File: src/rtl/iq_tone_mixer.sv
`timescale 1ns/1ps
module iq_tone_mixer #(
  parameter int W  = 16,
  parameter int CW = 16
)(
  input  logic                clk,
  input  logic                rst_n,
  input  logic [1:0]          mode,
  input  logic                real_mix,
  input  logic                neg_rot,
  input  logic                in_valid,
  input  logic signed [W-1:0] in_i,
  input  logic signed [W-1:0] in_q,
  output logic                out_valid,
  output logic signed [W-1:0] out_i,
  output logic signed [W-1:0] out_q
);

  localparam int FRAC = CW - 1;
  localparam int KC   = $rtoi(0.7071067811865476 * (2.0 ** FRAC) + 0.5);
  localparam int PW   = W + CW + 1;
  localparam int SW   = PW + 1;
  localparam logic signed [SW-1:0] HI   = SW'((64'sd1 <<< (W-1)) - 64'sd1);
  localparam logic signed [SW-1:0] LO   = -HI - SW'(1);
  localparam logic signed [SW-1:0] HALF = SW'(64'sd1 <<< (FRAC-1));
  localparam logic signed [W-1:0]  SMIN = {1'b1, {(W-1){1'b0}}};

  typedef enum logic [2:0] {K_ZERO, K_P1, K_N1, K_PC, K_NC} coef_e;

  function automatic coef_e flip(coef_e k);
    case (k)
      K_P1:    return K_N1;
      K_N1:    return K_P1;
      K_PC:    return K_NC;
      K_NC:    return K_PC;
      default: return K_ZERO;
    endcase
  endfunction

  function automatic logic signed [PW-1:0] term(logic signed [W-1:0] x, coef_e k);
    logic signed [PW-1:0] xe, sh, mc;
    xe = PW'(x);
    sh = xe <<< FRAC;
    mc = xe * PW'(KC);
    case (k)
      K_P1:    return sh;
      K_N1:    return -sh;
      K_PC:    return mc;
      K_NC:    return -mc;
      default: return '0;
    endcase
  endfunction

  function automatic logic signed [W-1:0] rnd_sat(logic signed [SW-1:0] s);
    logic signed [SW-1:0] r;
    r = (s + HALF) >>> FRAC;
    if (r > HI) return W'(HI);
    if (r < LO) return W'(LO);
    return W'(r);
  endfunction

  logic [2:0] ph, ph_use;
  logic [1:0] mode_q;
  coef_e      kc, ks, ks_i, ks_q;
  logic signed [SW-1:0] sum_i, sum_q, x_i, x_q;

  assign ph_use = (mode != mode_q) ? 3'd0 : ph;

  always_comb begin
    kc = K_P1;
    ks = K_ZERO;
    unique case (mode)
      2'b01: kc = ph_use[0] ? K_N1 : K_P1;
      2'b10:
        case (ph_use[1:0])
          2'd0: kc = K_P1;
          2'd1: begin kc = K_ZERO; ks = K_P1; end
          2'd2: kc = K_N1;
          default: begin kc = K_ZERO; ks = K_N1; end
        endcase
      2'b11:
        case (ph_use)
          3'd0: kc = K_P1;
          3'd1: begin kc = K_PC;   ks = K_PC; end
          3'd2: begin kc = K_ZERO; ks = K_P1; end
          3'd3: begin kc = K_NC;   ks = K_PC; end
          3'd4: kc = K_N1;
          3'd5: begin kc = K_NC;   ks = K_NC; end
          3'd6: begin kc = K_ZERO; ks = K_N1; end
          default: begin kc = K_PC; ks = K_NC; end
        endcase
      default: ;
    endcase
  end

  assign ks_i  = neg_rot ? ks : flip(ks);
  assign ks_q  = neg_rot ? flip(ks) : ks;
  assign x_i   = real_mix ? SW'(0) : SW'(term(in_q, ks_i));
  assign x_q   = real_mix ? SW'(0) : SW'(term(in_i, ks_q));
  assign sum_i = SW'(term(in_i, kc)) + x_i;
  assign sum_q = SW'(term(in_q, kc)) + x_q;

  always_ff @(posedge clk) begin
    if (!rst_n) begin
      ph        <= '0;
      mode_q    <= '0;
      out_valid <= 1'b0;
      out_i     <= '0;
      out_q     <= '0;
    end else begin
      mode_q    <= mode;
      out_valid <= in_valid;
      if (in_valid) begin
        ph    <= ph_use + 3'd1;
        out_i <= rnd_sat(sum_i);
        out_q <= rnd_sat(sum_q);
      end else if (mode != mode_q) begin
        ph <= '0;
      end
    end
  end

  a_r11_strobe_next: assert property (@(posedge clk) disable iff (!rst_n)
    in_valid |=> out_valid);

  a_r8_idle_hold: assert property (@(posedge clk) disable iff (!rst_n)
    !in_valid |=> (!out_valid && $stable(out_i) && $stable(out_q)));

  a_r1_bypass: assert property (@(posedge clk) disable iff (!rst_n)
    (in_valid && mode == 2'b00) |=> (out_i == $past(in_i) && out_q == $past(in_q)));

  a_r9_restart: assert property (@(posedge clk) disable iff (!rst_n)
    (in_valid && real_mix && mode == 2'b01 && mode != $past(mode) && in_i != SMIN)
      |=> (out_i == $past(in_i)));

  a_r3_quarter_null: assert property (@(posedge clk) disable iff (!rst_n)
    (in_valid && real_mix && mode == 2'b10 && ph_use[0]) |=> (out_i == '0 && out_q == '0));

endmodule

File: config.mk
export PLATFORM = sky130hd
export DESIGN_NAME = iq_tone_mixer
export DESIGN_NICKNAME = d
export VERILOG_FILES = /design/src/rtl/iq_tone_mixer.sv
export SDC_FILE = /design/constraint.sdc
export NUM_CORES = 1
export LEC_CHECK = 0
export BUFFER_PORTS_ARGS = -buffer_cell sky130_fd_sc_hd__buf_2
export CORE_ASPECT_RATIO = 0.9
export CORE_MARGIN = 4
export CORE_UTILIZATION = 51
export CTS_CLUSTER_DIAMETER = 150
export DETAILED_ROUTE_END_ITERATION = 6
export GPL_ROUTABILITY_DRIVEN = 0
export PLACE_DENSITY_LB_ADDON = 0.08
export SETUP_SLACK_MARGIN = 0.2
export SYNTH_ARGS = -nofsm -noshare
export SYNTH_HDL_FRONTEND = slang
export SYNTH_SLANG_ARGS = --single-unit
File: constraint.sdc
create_clock -name clk -period 22 [get_ports clk]
set_input_delay 5.5 -clock clk [delete_from_list [all_inputs] [get_ports clk]]
set_output_delay 5.5 -clock clk [all_outputs]
set_load 0.005 [all_outputs]
# Word level (Yosys, flattened, before mapping)

Cells that the tools add are included.

Bits in registers: 38
Input bits: 39
Output and inout bits: 33

Add/sub/neg operators: 9
Multiply operators: 2
$lt $le $gt $ge: 4
Equality and inequality tests: 28
Muxes and demuxes: 40
Reduce and logical (&&, ||, !) cells: 7

Operators by type and width:

| kind                   | count |
|---|---|
| $pmux 33 s4            | 4 |
| $mux 16                | 8 |
| $add 33x34->34         | 2 |
| $add 34x16->34 const B | 2 |
| $mux 34                | 2 |
| $neg 31->33            | 2 |
| $neg 32->33            | 2 |
| $mul 16x15->31 const B | 2 |
| $gt 19x16->1 const B   | 2 |
| $lt 19x16->1 const B   | 2 |
| $pmux 3 s4             | 3 |
| $eq 3x2->1 const B     | 10 |
| $eq 3x3->1 const B     | 7 |
| $eq 3x1->1 const B     | 5 |
| $mux 1                 | 14 |
| $mux 3                 | 4 |
| $reduce_or 2->1        | 5 |
| $pmux 3 s3             | 1 |
| $pmux 2 s2             | 2 |
| $eq 2x2->1 const B     | 3 |
| $pmux 3 s2             | 1 |
| $eq 2x1->1 const B     | 2 |
| $add 3x1->3 const B    | 1 |
| $logic_not 3->1        | 1 |
| 3 further kinds        | 3 |

# Longest topological paths before layout

Gate-level depths: netlist (run 1).

Depth in word-level cells: 23
Gate-level depth with buffers: 37

# Worst setup path before layout (run 1)

No wires, ideal clock.

Path kind: input port to flip-flop
Start point: input port in_i[5]
End point: register out_i[4]
Library setup time: 0.123 ns
Arrival: 13.870 ns
Required time: 21.877 ns
Setup slack: 8.006 ns
Stages: 34
Cell sequence: clkbuf_1 -> inv_1 -> ha_1 -> ha_1 -> fa_1 -> fa_1 -> fa_1 -> ha_1 -> ha_1 -> or3_1 -> o21ba_2 -> o21bai_1 -> a311oi_1 -> a22o_1 -> a22oi_1 -> or4_1 -> clkbuf_1 -> o211a_1 -> o21ai_0 -> ha_1 -> ha_1 -> and3_1 -> nand2_1 -> or3_1 -> o21ai_0 -> a31oi_1 -> o21ai_0 -> o2111a_1 -> a211oi_4 -> o21ba_2 -> xnor2_1 -> a311oi_4 -> buf_6 -> o22ai_2

Cells in the longest elaborated chain, start to end: 12
Elaborated cells on any way between the ends: 18
Classes of those cells: add/sub (4); mul (1); order compare (2); mux (11)

RTL lines:

| element              | line | source |
|---|---|---|
| start, declared      | 12   | `input logic signed [W-1:0] in_i,` |
| $mul 16x15->31       | 44   | `mc = xe * PW'(KC);` |
| $neg 32->33          | 49   | `K_NC: return -mc;` |
| $pmux 33 s4 *        | 45   | `case (k)` |
| $add 33x34->34 *     | 100  | `assign sum_i = SW'(term(in_i, kc)) + x_i;` |
| $add 34x16->34 *     | 56   | `r = (s + HALF) >>> FRAC;` |
| $lt 19x16->1         | 58   | `if (r < LO) return W'(LO);` |
| $mux 1 (2 in series) | 58   |  |
| $mux 1               | 113  | `if (in_valid) begin` |
| $mux 1               | 104  | `if (!rst_n) begin` |
| $mux 16              | 59   | `return W'(r);` |
| $mux 16 *            | 58   |  |
| end signal, assigned | 115  | `out_i <= rnd_sat(sum_i);` |
| end, declared        | 15   | `output logic signed [W-1:0] out_i,` |

Mark *: on every way between the ends. The rest lies on a longest branch, timed or not. The select of a mux whose other input is x is not followed.
A chain may end at the register's enable or synchronous reset.

# Final worst setup path (run 1)

Start point: input port in_q[3]
End point: register out_i[7]

Cells in the longest elaborated chain, start to end: 13
Elaborated cells on any way between the ends: 19
Classes of those cells: add/sub (4); mul (1); order compare (2); mux (12)

RTL lines:

| element              | line | source |
|---|---|---|
| start, declared      | 13   | `input logic signed [W-1:0] in_q,` |
| $mul 16x15->31       | 44   |  |
| $neg 32->33          | 49   |  |
| $pmux 33 s4 *        | 45   |  |
| $mux 34 *            | 98   | `assign x_i = real_mix ? SW'(0) : SW'(term(in_q, ks_i));` |
| $add 33x34->34 *     | 100  |  |
| $add 34x16->34 *     | 56   |  |
| $lt 19x16->1         | 58   |  |
| $mux 1 (2 in series) | 58   |  |
| $mux 1               | 113  |  |
| $mux 1               | 104  |  |
| $mux 16              | 59   |  |
| $mux 16 *            | 58   |  |

Marks and branches as above.

==> impl_metrics.json, run 1 <==
{
  "final_common_cell": "ha_1",
  "min_from": "out_q[15]",
  "grt_max_degree": 63,
  "synth_seq_cells": 38,
  "area_delta_synth_final_pct": 4.68,
  "io_pins": 72,
  "clk_pin_slew_ps": 70,
  "maxSlewHeadroom_pct": 30.0,
  "timing.hold.ws_ps": 503,
  "n_fill_cell": 3463,
  "irDropWorstVdd_mv": 0.155,
  "setup_viol": 0,
  "layout_common_cells": "ha_1, inv_1, o21ai_0, a21oi_1, nand2_1",
  "syn_inst": 2376,
  "violations": "DRC",
  "syn_nets": 2937,
  "die_w_um": 209,
  "worstMarginPinSlew_ps": 1050,
  "clock_path_buffers": 2,
  "cp_slowest_cell": "xor2_1",
  "ys_seq_area_share_pct": 4.11,
  "hold_viol": 0,
  "start_util_pct": 52.1,
  "crit_path_start": "in_q[3]",
  "fin_skew_ps": 5.52,
  "cts_setup_buffers": 0,
  "dominantRegCellSynth": "dfxtp_1",
  "hold_end": "out_q[15]",
  "worst_setup_path_end_kind": "flop",
  "floorplan.die_area_um2": 39400,
  "synth_edf_count": 0,
  "first_iter_violations": 2210,
  "cts_max_level": 2,
  "syn_area_um2": 18500,
  "critPathMaxStageDelay_ps": 790,
  "insertion_delay_ps": 290,
  "cts.sinks": 38,
  "r2r_cells": 29,
  "avgSynthCellArea_um2": 7.78,
  "synth_area_leaders": "ha_1, fa_1, o21ai_0",
  "yosys.area.top_type": "ha_1",
  "r2r_setup_slack_ps": 12890,
  "finalPower_mw": 2.35,
  "timing.rr.start": "mode_q[0]",
  "drcViolationCount": 9,
  "hpwlAfterDp_um": 49300,
  "period_minus_slack_ps": 15430,
  "post_cts_resized": 0,
  "synthArstFlopShare_pct": 0,
  "cts_tree": "yes",
  "io_buffers": 71,
  "worst-setup-path-type": "input pin to flop",
  "hold_buffers": 0,
  "p_per_area_nw_per_um2": 122,
  "min_path_type": "flop to flop",
  "grt_pass1_wl_um": 98200,
  "synth_cell_type_count": 90,
  "cp_max_fo": 15,
  "routed_wl_um": 62700,
  "antenna_found_initial": 0,
  "finalNetCount": 2930,
  "num_rows": 65,
  "maxCapViolCount": 0,
  "die_h_um": 189,
  "cp.required_ps": 22130,
  "via_per_inst": 6.48,
  "grt_pass1_vias": 17521,
  "netlist.area_leader.share_pct": 27.2,
  "crit_top_cell": "ha_1",
  "antennaDiodeCount": 0,
  "cts-buffers-inserted": 5,
  "layout-drive-gt1-share_pct": 5.99,
  "cp.arrival_ps": 15560,
  "r2r_end": "out_i[7]",
  "ys_warn_count": 0,
  "wl_per_cell_um": 22.1,
  "fin_setup_tns_ps": 0,
  "track_usage_pct": 30.7,
  "detail-route-antenna-nets": 0,
  "cp-start-kind": "input pin",
  "vias": 18403,
  "rsz0062_at_grt": "false",
  "fmax_mhz": 64.8,
  "core_um2": 35500,
  "p_leak_nw": 9.61,
  "hold_depth": 1,
  "overflow": 0,
  "drtPass1Iterations": 7,
  "maxSlewViolCount": 0,
  "final.period_utilization_pct": 70.1,
  "status": "finished with violations",
  "root_buffer": "clkbuf_16"
}
[how the worst max path moves through the flow]
| stage | end | cells after the start |
|---|---|---|
| finish | out_i[7] | 35 |
| global route | out_i[7] | 35 |
| CTS | out_i[7] | 35 |
| detailed placement | out_i[7] | 35 |
| global placement | out_i[7] | 35 |
| floorplan | out_i[4] | 34 |
[power breakdown]
group	total [mW]	internal, mW	switching [mW]
clock	0.0976	0.0652	0.0323
sequential	0.0818	0.0776	0.00421
combinational	2.17	0.790	1.38
[final cells by class]
| type | instances | area [µm²] | area share, % |
|---|---|---|---|
| inverter | 236 | 886 | 4.58 |
| tap | 469 | 587 | 3.03 |
| timing repair buffer | 87 | 475 | 2.46 |
| multi-input combinational | 2001 | 16500 | 85.0 |
| sequential | 38 | 761 | 3.93 |
| clock buffer | 5 | 125 | 0.646 |
| clock inverter | 3 | 68.8 | 0.356 |
[metal layers]
metal  global-route usage (%)  wire length [µm]
met1                     43.2             27300
met2                     45.1             25600
met3                     7.34              6460
met4                     12.9              3320
met5                        0                 0
[worst max-delay path, delay by kind of cell]
kind	cells	cell delay (ps)
buffers and inverters	4	510
AND/OR/NAND/NOR	8	2320
XOR/XNOR	3	1140
AO/OA/AOI/OAI	11	2590
adder cells (fa/ha/maj)	9	3460
[cells in the mapped netlist (7+ instances only)]
| cell type | count |
|---|---|
| nand3_1 | 56 |
| nor4_1 | 12 |
| o21bai_1 | 16 |
| a221oi_1 | 14 |
| or2_2 | 10 |
| xnor2_1 | 77 |
| o311ai_0 | 9 |
| o22ai_1 | 24 |
| or3_1 | 15 |
| nor2_1 | 124 |
| and3_1 | 26 |
| a21oi_1 | 198 |
| nor3_1 | 45 |
| o22ai_2 | 10 |
| o21ai_0 | 203 |
| buf_1 | 8 |
| a22oi_1 | 38 |
| or4_1 | 7 |
| o21a_1 | 15 |
| ha_1 | 402 |
| inv_1 | 236 |
| and2_1 | 19 |
| clkbuf_1 | 84 |
| a21o_1 | 79 |
| a22o_1 | 13 |
| o211ai_1 | 12 |
| a31oi_1 | 15 |
| nor2b_1 | 21 |
| nand2b_1 | 30 |
| a211oi_1 | 16 |
| dfxtp_1 | 38 |
| nand4_1 | 25 |
| xor2_1 | 42 |
| nand2_1 | 178 |
| a222oi_1 | 14 |
| fa_1 | 120 |
[cell families after synthesis]
kind of cell	after synthesis	synth area share [%]
compound gates	758	26.8
simple gates	594	15.8
fa+ha+maj	522	40.2
buf+inv	337	7.00
xor+xnor	119	5.64
flops	38	4.11
mux	8	0.447
[registers in the layout, summed over array words and instances (netlist names)]
signal     flops
out_valid      1
out_i         16
mode_q         2
ph             3
out_q         16
[per-stage QoR]
step	cell area (µm²)	std cells	util, %	worst slack, ps
2_1_floorplan	18500	2376	-	8010
3_3_place_gp	19200	2831	54.0	6730
6_report	19400	2839	54.6	6570
5_1_grt	19400	2839	54.6	6110
3_5_place_dp	19200	2831	54.0	6490
4_1_cts	19400	2839	54.6	6800
No activity file was read; power rests on OpenSTA's default activity.
==> run 2: changes to the inputs <==
==> constraint.sdc (replaced) <==
create_clock -name clk -period 13.9 [get_ports clk]
set_input_delay 3.475 -clock clk [delete_from_list [all_inputs] [get_ports clk]]
set_output_delay 3.475 -clock clk [all_outputs]
set_load 0.005 [all_outputs]
==> run 2 against run 1 <==
Against the previous run:
- the flow now finishes without violations
- sequential share of layout area is essentially flat
- critical path type unchanged
- worst hold slack worse by 5.9 ps
- critical endpoint is now out_q[11]
- largest cell class unchanged
- register-to-register slack worse by 7700 ps
- die area unchanged
==> impl_metrics.json, run 2 (synthesis results as in run 1) <==
{
  "fmax_mhz": 77.2,
  "finalPower_mw": 3.77,
  "maxSlewHeadroom_pct": 32.0,
  "clock_path_buffers": 2,
  "cts_tree": "yes",
  "hpwlAfterDp_um": 50700,
  "final_common_cell": "ha_1",
  "root_buffer": "clkbuf_16",
  "final_area_um2": 19400,
  "maxCapViolCount": 0,
  "pre_cts_slack_ps": 586,
  "start_util_pct": 52.1,
  "antennaDiodeCount": 0,
  "irDropWorstVdd_mv": 0.234,
  "grt_max_degree": 63,
  "io_pins": 72,
  "cp_slowest_cell": "nor4_1",
  "reg.largest.list": "out_i: 16 flops, out_q: 16 flops, ph: 3 flops",
  "crit_top_cell": "ha_1",
  "maxSlewViolCount": 0,
  "cp.arrival_ps": 13100,
  "core_um2": 35500,
  "cp.required_ps": 14040,
  "area_delta_synth_final_pct": 5.09,
  "fin_skew_ps": 10.8,
  "place_area_um2": 19200,
  "cp_max_fo": 15,
  "detail-route-antenna-nets": 0,
  "layout_common_cells": "ha_1, inv_1, o21ai_0, a21oi_1, nand2_1",
  "cts_max_level": 2,
  "finalNetCount": 2938,
  "insertion_delay_ps": 300,
  "hold_viol": 0,
  "grt_pass1_vias": 17732,
  "antenna_found_initial": 0,
  "routed_wl_um": 64000,
  "worst_setup_path_end_kind": "flop",
  "p_leak_nw": 9.65,
  "worst-setup-path-type": "input pin to flop",
  "die_h_um": 189,
  "worstMarginPinSlew_ps": 1020,
  "overflow": 0,
  "cts-buffers-inserted": 5,
  "min_path_type": "flop to flop",
  "clk_pin_slew_ps": 60,
  "critPathMaxStageDelay_ps": 670,
  "setup_viol": 0,
  "via_per_inst": 6.51,
  "status": "complete, no violations",
  "io_buffers": 71,
  "period_minus_slack_ps": 12960,
  "fin_setup_tns_ps": 0,
  "final.period_utilization_pct": 93.2,
  "drcViolationCount": 0,
  "r2r_setup_slack_ps": 5150,
  "track_usage_pct": 31.6,
  "rsz0062_at_grt": "false",
  "drtPass1Iterations": 6,
  "floorplan.die_area_um2": 39400,
  "layout-drive-gt1-share_pct": 6.35,
  "cp-start-kind": "input pin",
  "p_per_area_nw_per_um2": 194,
  "first_iter_violations": 2309,
  "wl_per_cell_um": 22.5,
  "num_rows": 65,
  "grt_pass1_wl_um": 101000,
  "final.setup.worst_slack_ps": 944,
  "n_fill_cell": 3507,
  "post_cts_resized": 0,
  "die_w_um": 209,
  "cts.sinks": 38,
  "vias": 18533
}
==> run 2: cell types whose count changed in the layout (fill, tap and decap cells not counted) <==
cell and change:
buf_12 +1, buf_4 +7, nor2_1 -1, nor2_2 +1
==> run 2: worst paths after layout <==
check,start,depth (start not counted),to
worst max-delay path,in_i[8],31,out_q[11]
worst min-delay path,out_q[15],1,out_q[15]
worst max register to register,mode_q[0],29,out_i[9]
worst min register to register,out_q[15],1,out_q[15]
==> run 2: repair_timing <==
action | in CTS | in global routing
endpoints found under the setup margin | 0 | 1
endpoints found under the hold margin | 0 | 0
buffers inserted | 0 | 1
hold buffers | 0 | 0
==> run 2: worst max-delay path: cells and delay by family <==
family          cells  cell delay [ps]
fa+ha+maj           9             3570
compound gates     11             3080
simple gates        6             2110
xor+xnor            2              480
buf+inv             3              370
==> run 2: per-layer routing <==
layer	wire length, µm	GRT usage, %	part of all wire (%)
met1	28400	45.9	44
met2	26300	46.6	41
met3	6130	5.03	9.6
met4	3280	12.7	5.1
met5	0	0	0
==> run 2: layout make-up <==
cell class                      instances  area, µm²  share of cell area, %
Sequential cell                        38        761                   3.91
Tap cell                              469        587                   3.02
Clock inverter                          3       68.8                  0.354
Timing Repair Buffer                   95        548                   2.82
Multi-Input combinational cell       2001      16500                   84.7
Inverter                              236        886                   4.56
Clock buffer                            5        125                  0.644
==> run 2: power by group <==
part | leakage [nW] | total (mW) | switching [mW] | internal, mW
sequential | 0.316 | 0.132 | 0.00905 | 0.123
clock | 0.0940 | 0.158 | 0.0544 | 0.103
combinational | 9.24 | 3.48 | 2.20 | 1.28
==> run 2: through the flow <==
stage	instances	hold WS, ps	util [%]
6_report	2847	497	54.8
5_1_grt	2847	520	54.8
4_1_cts	2846	499	54.7
3_5_place_dp	2838	485	54.2
3_3_place_gp	2838	485	54.2
2_1_floorplan	2376	477	-
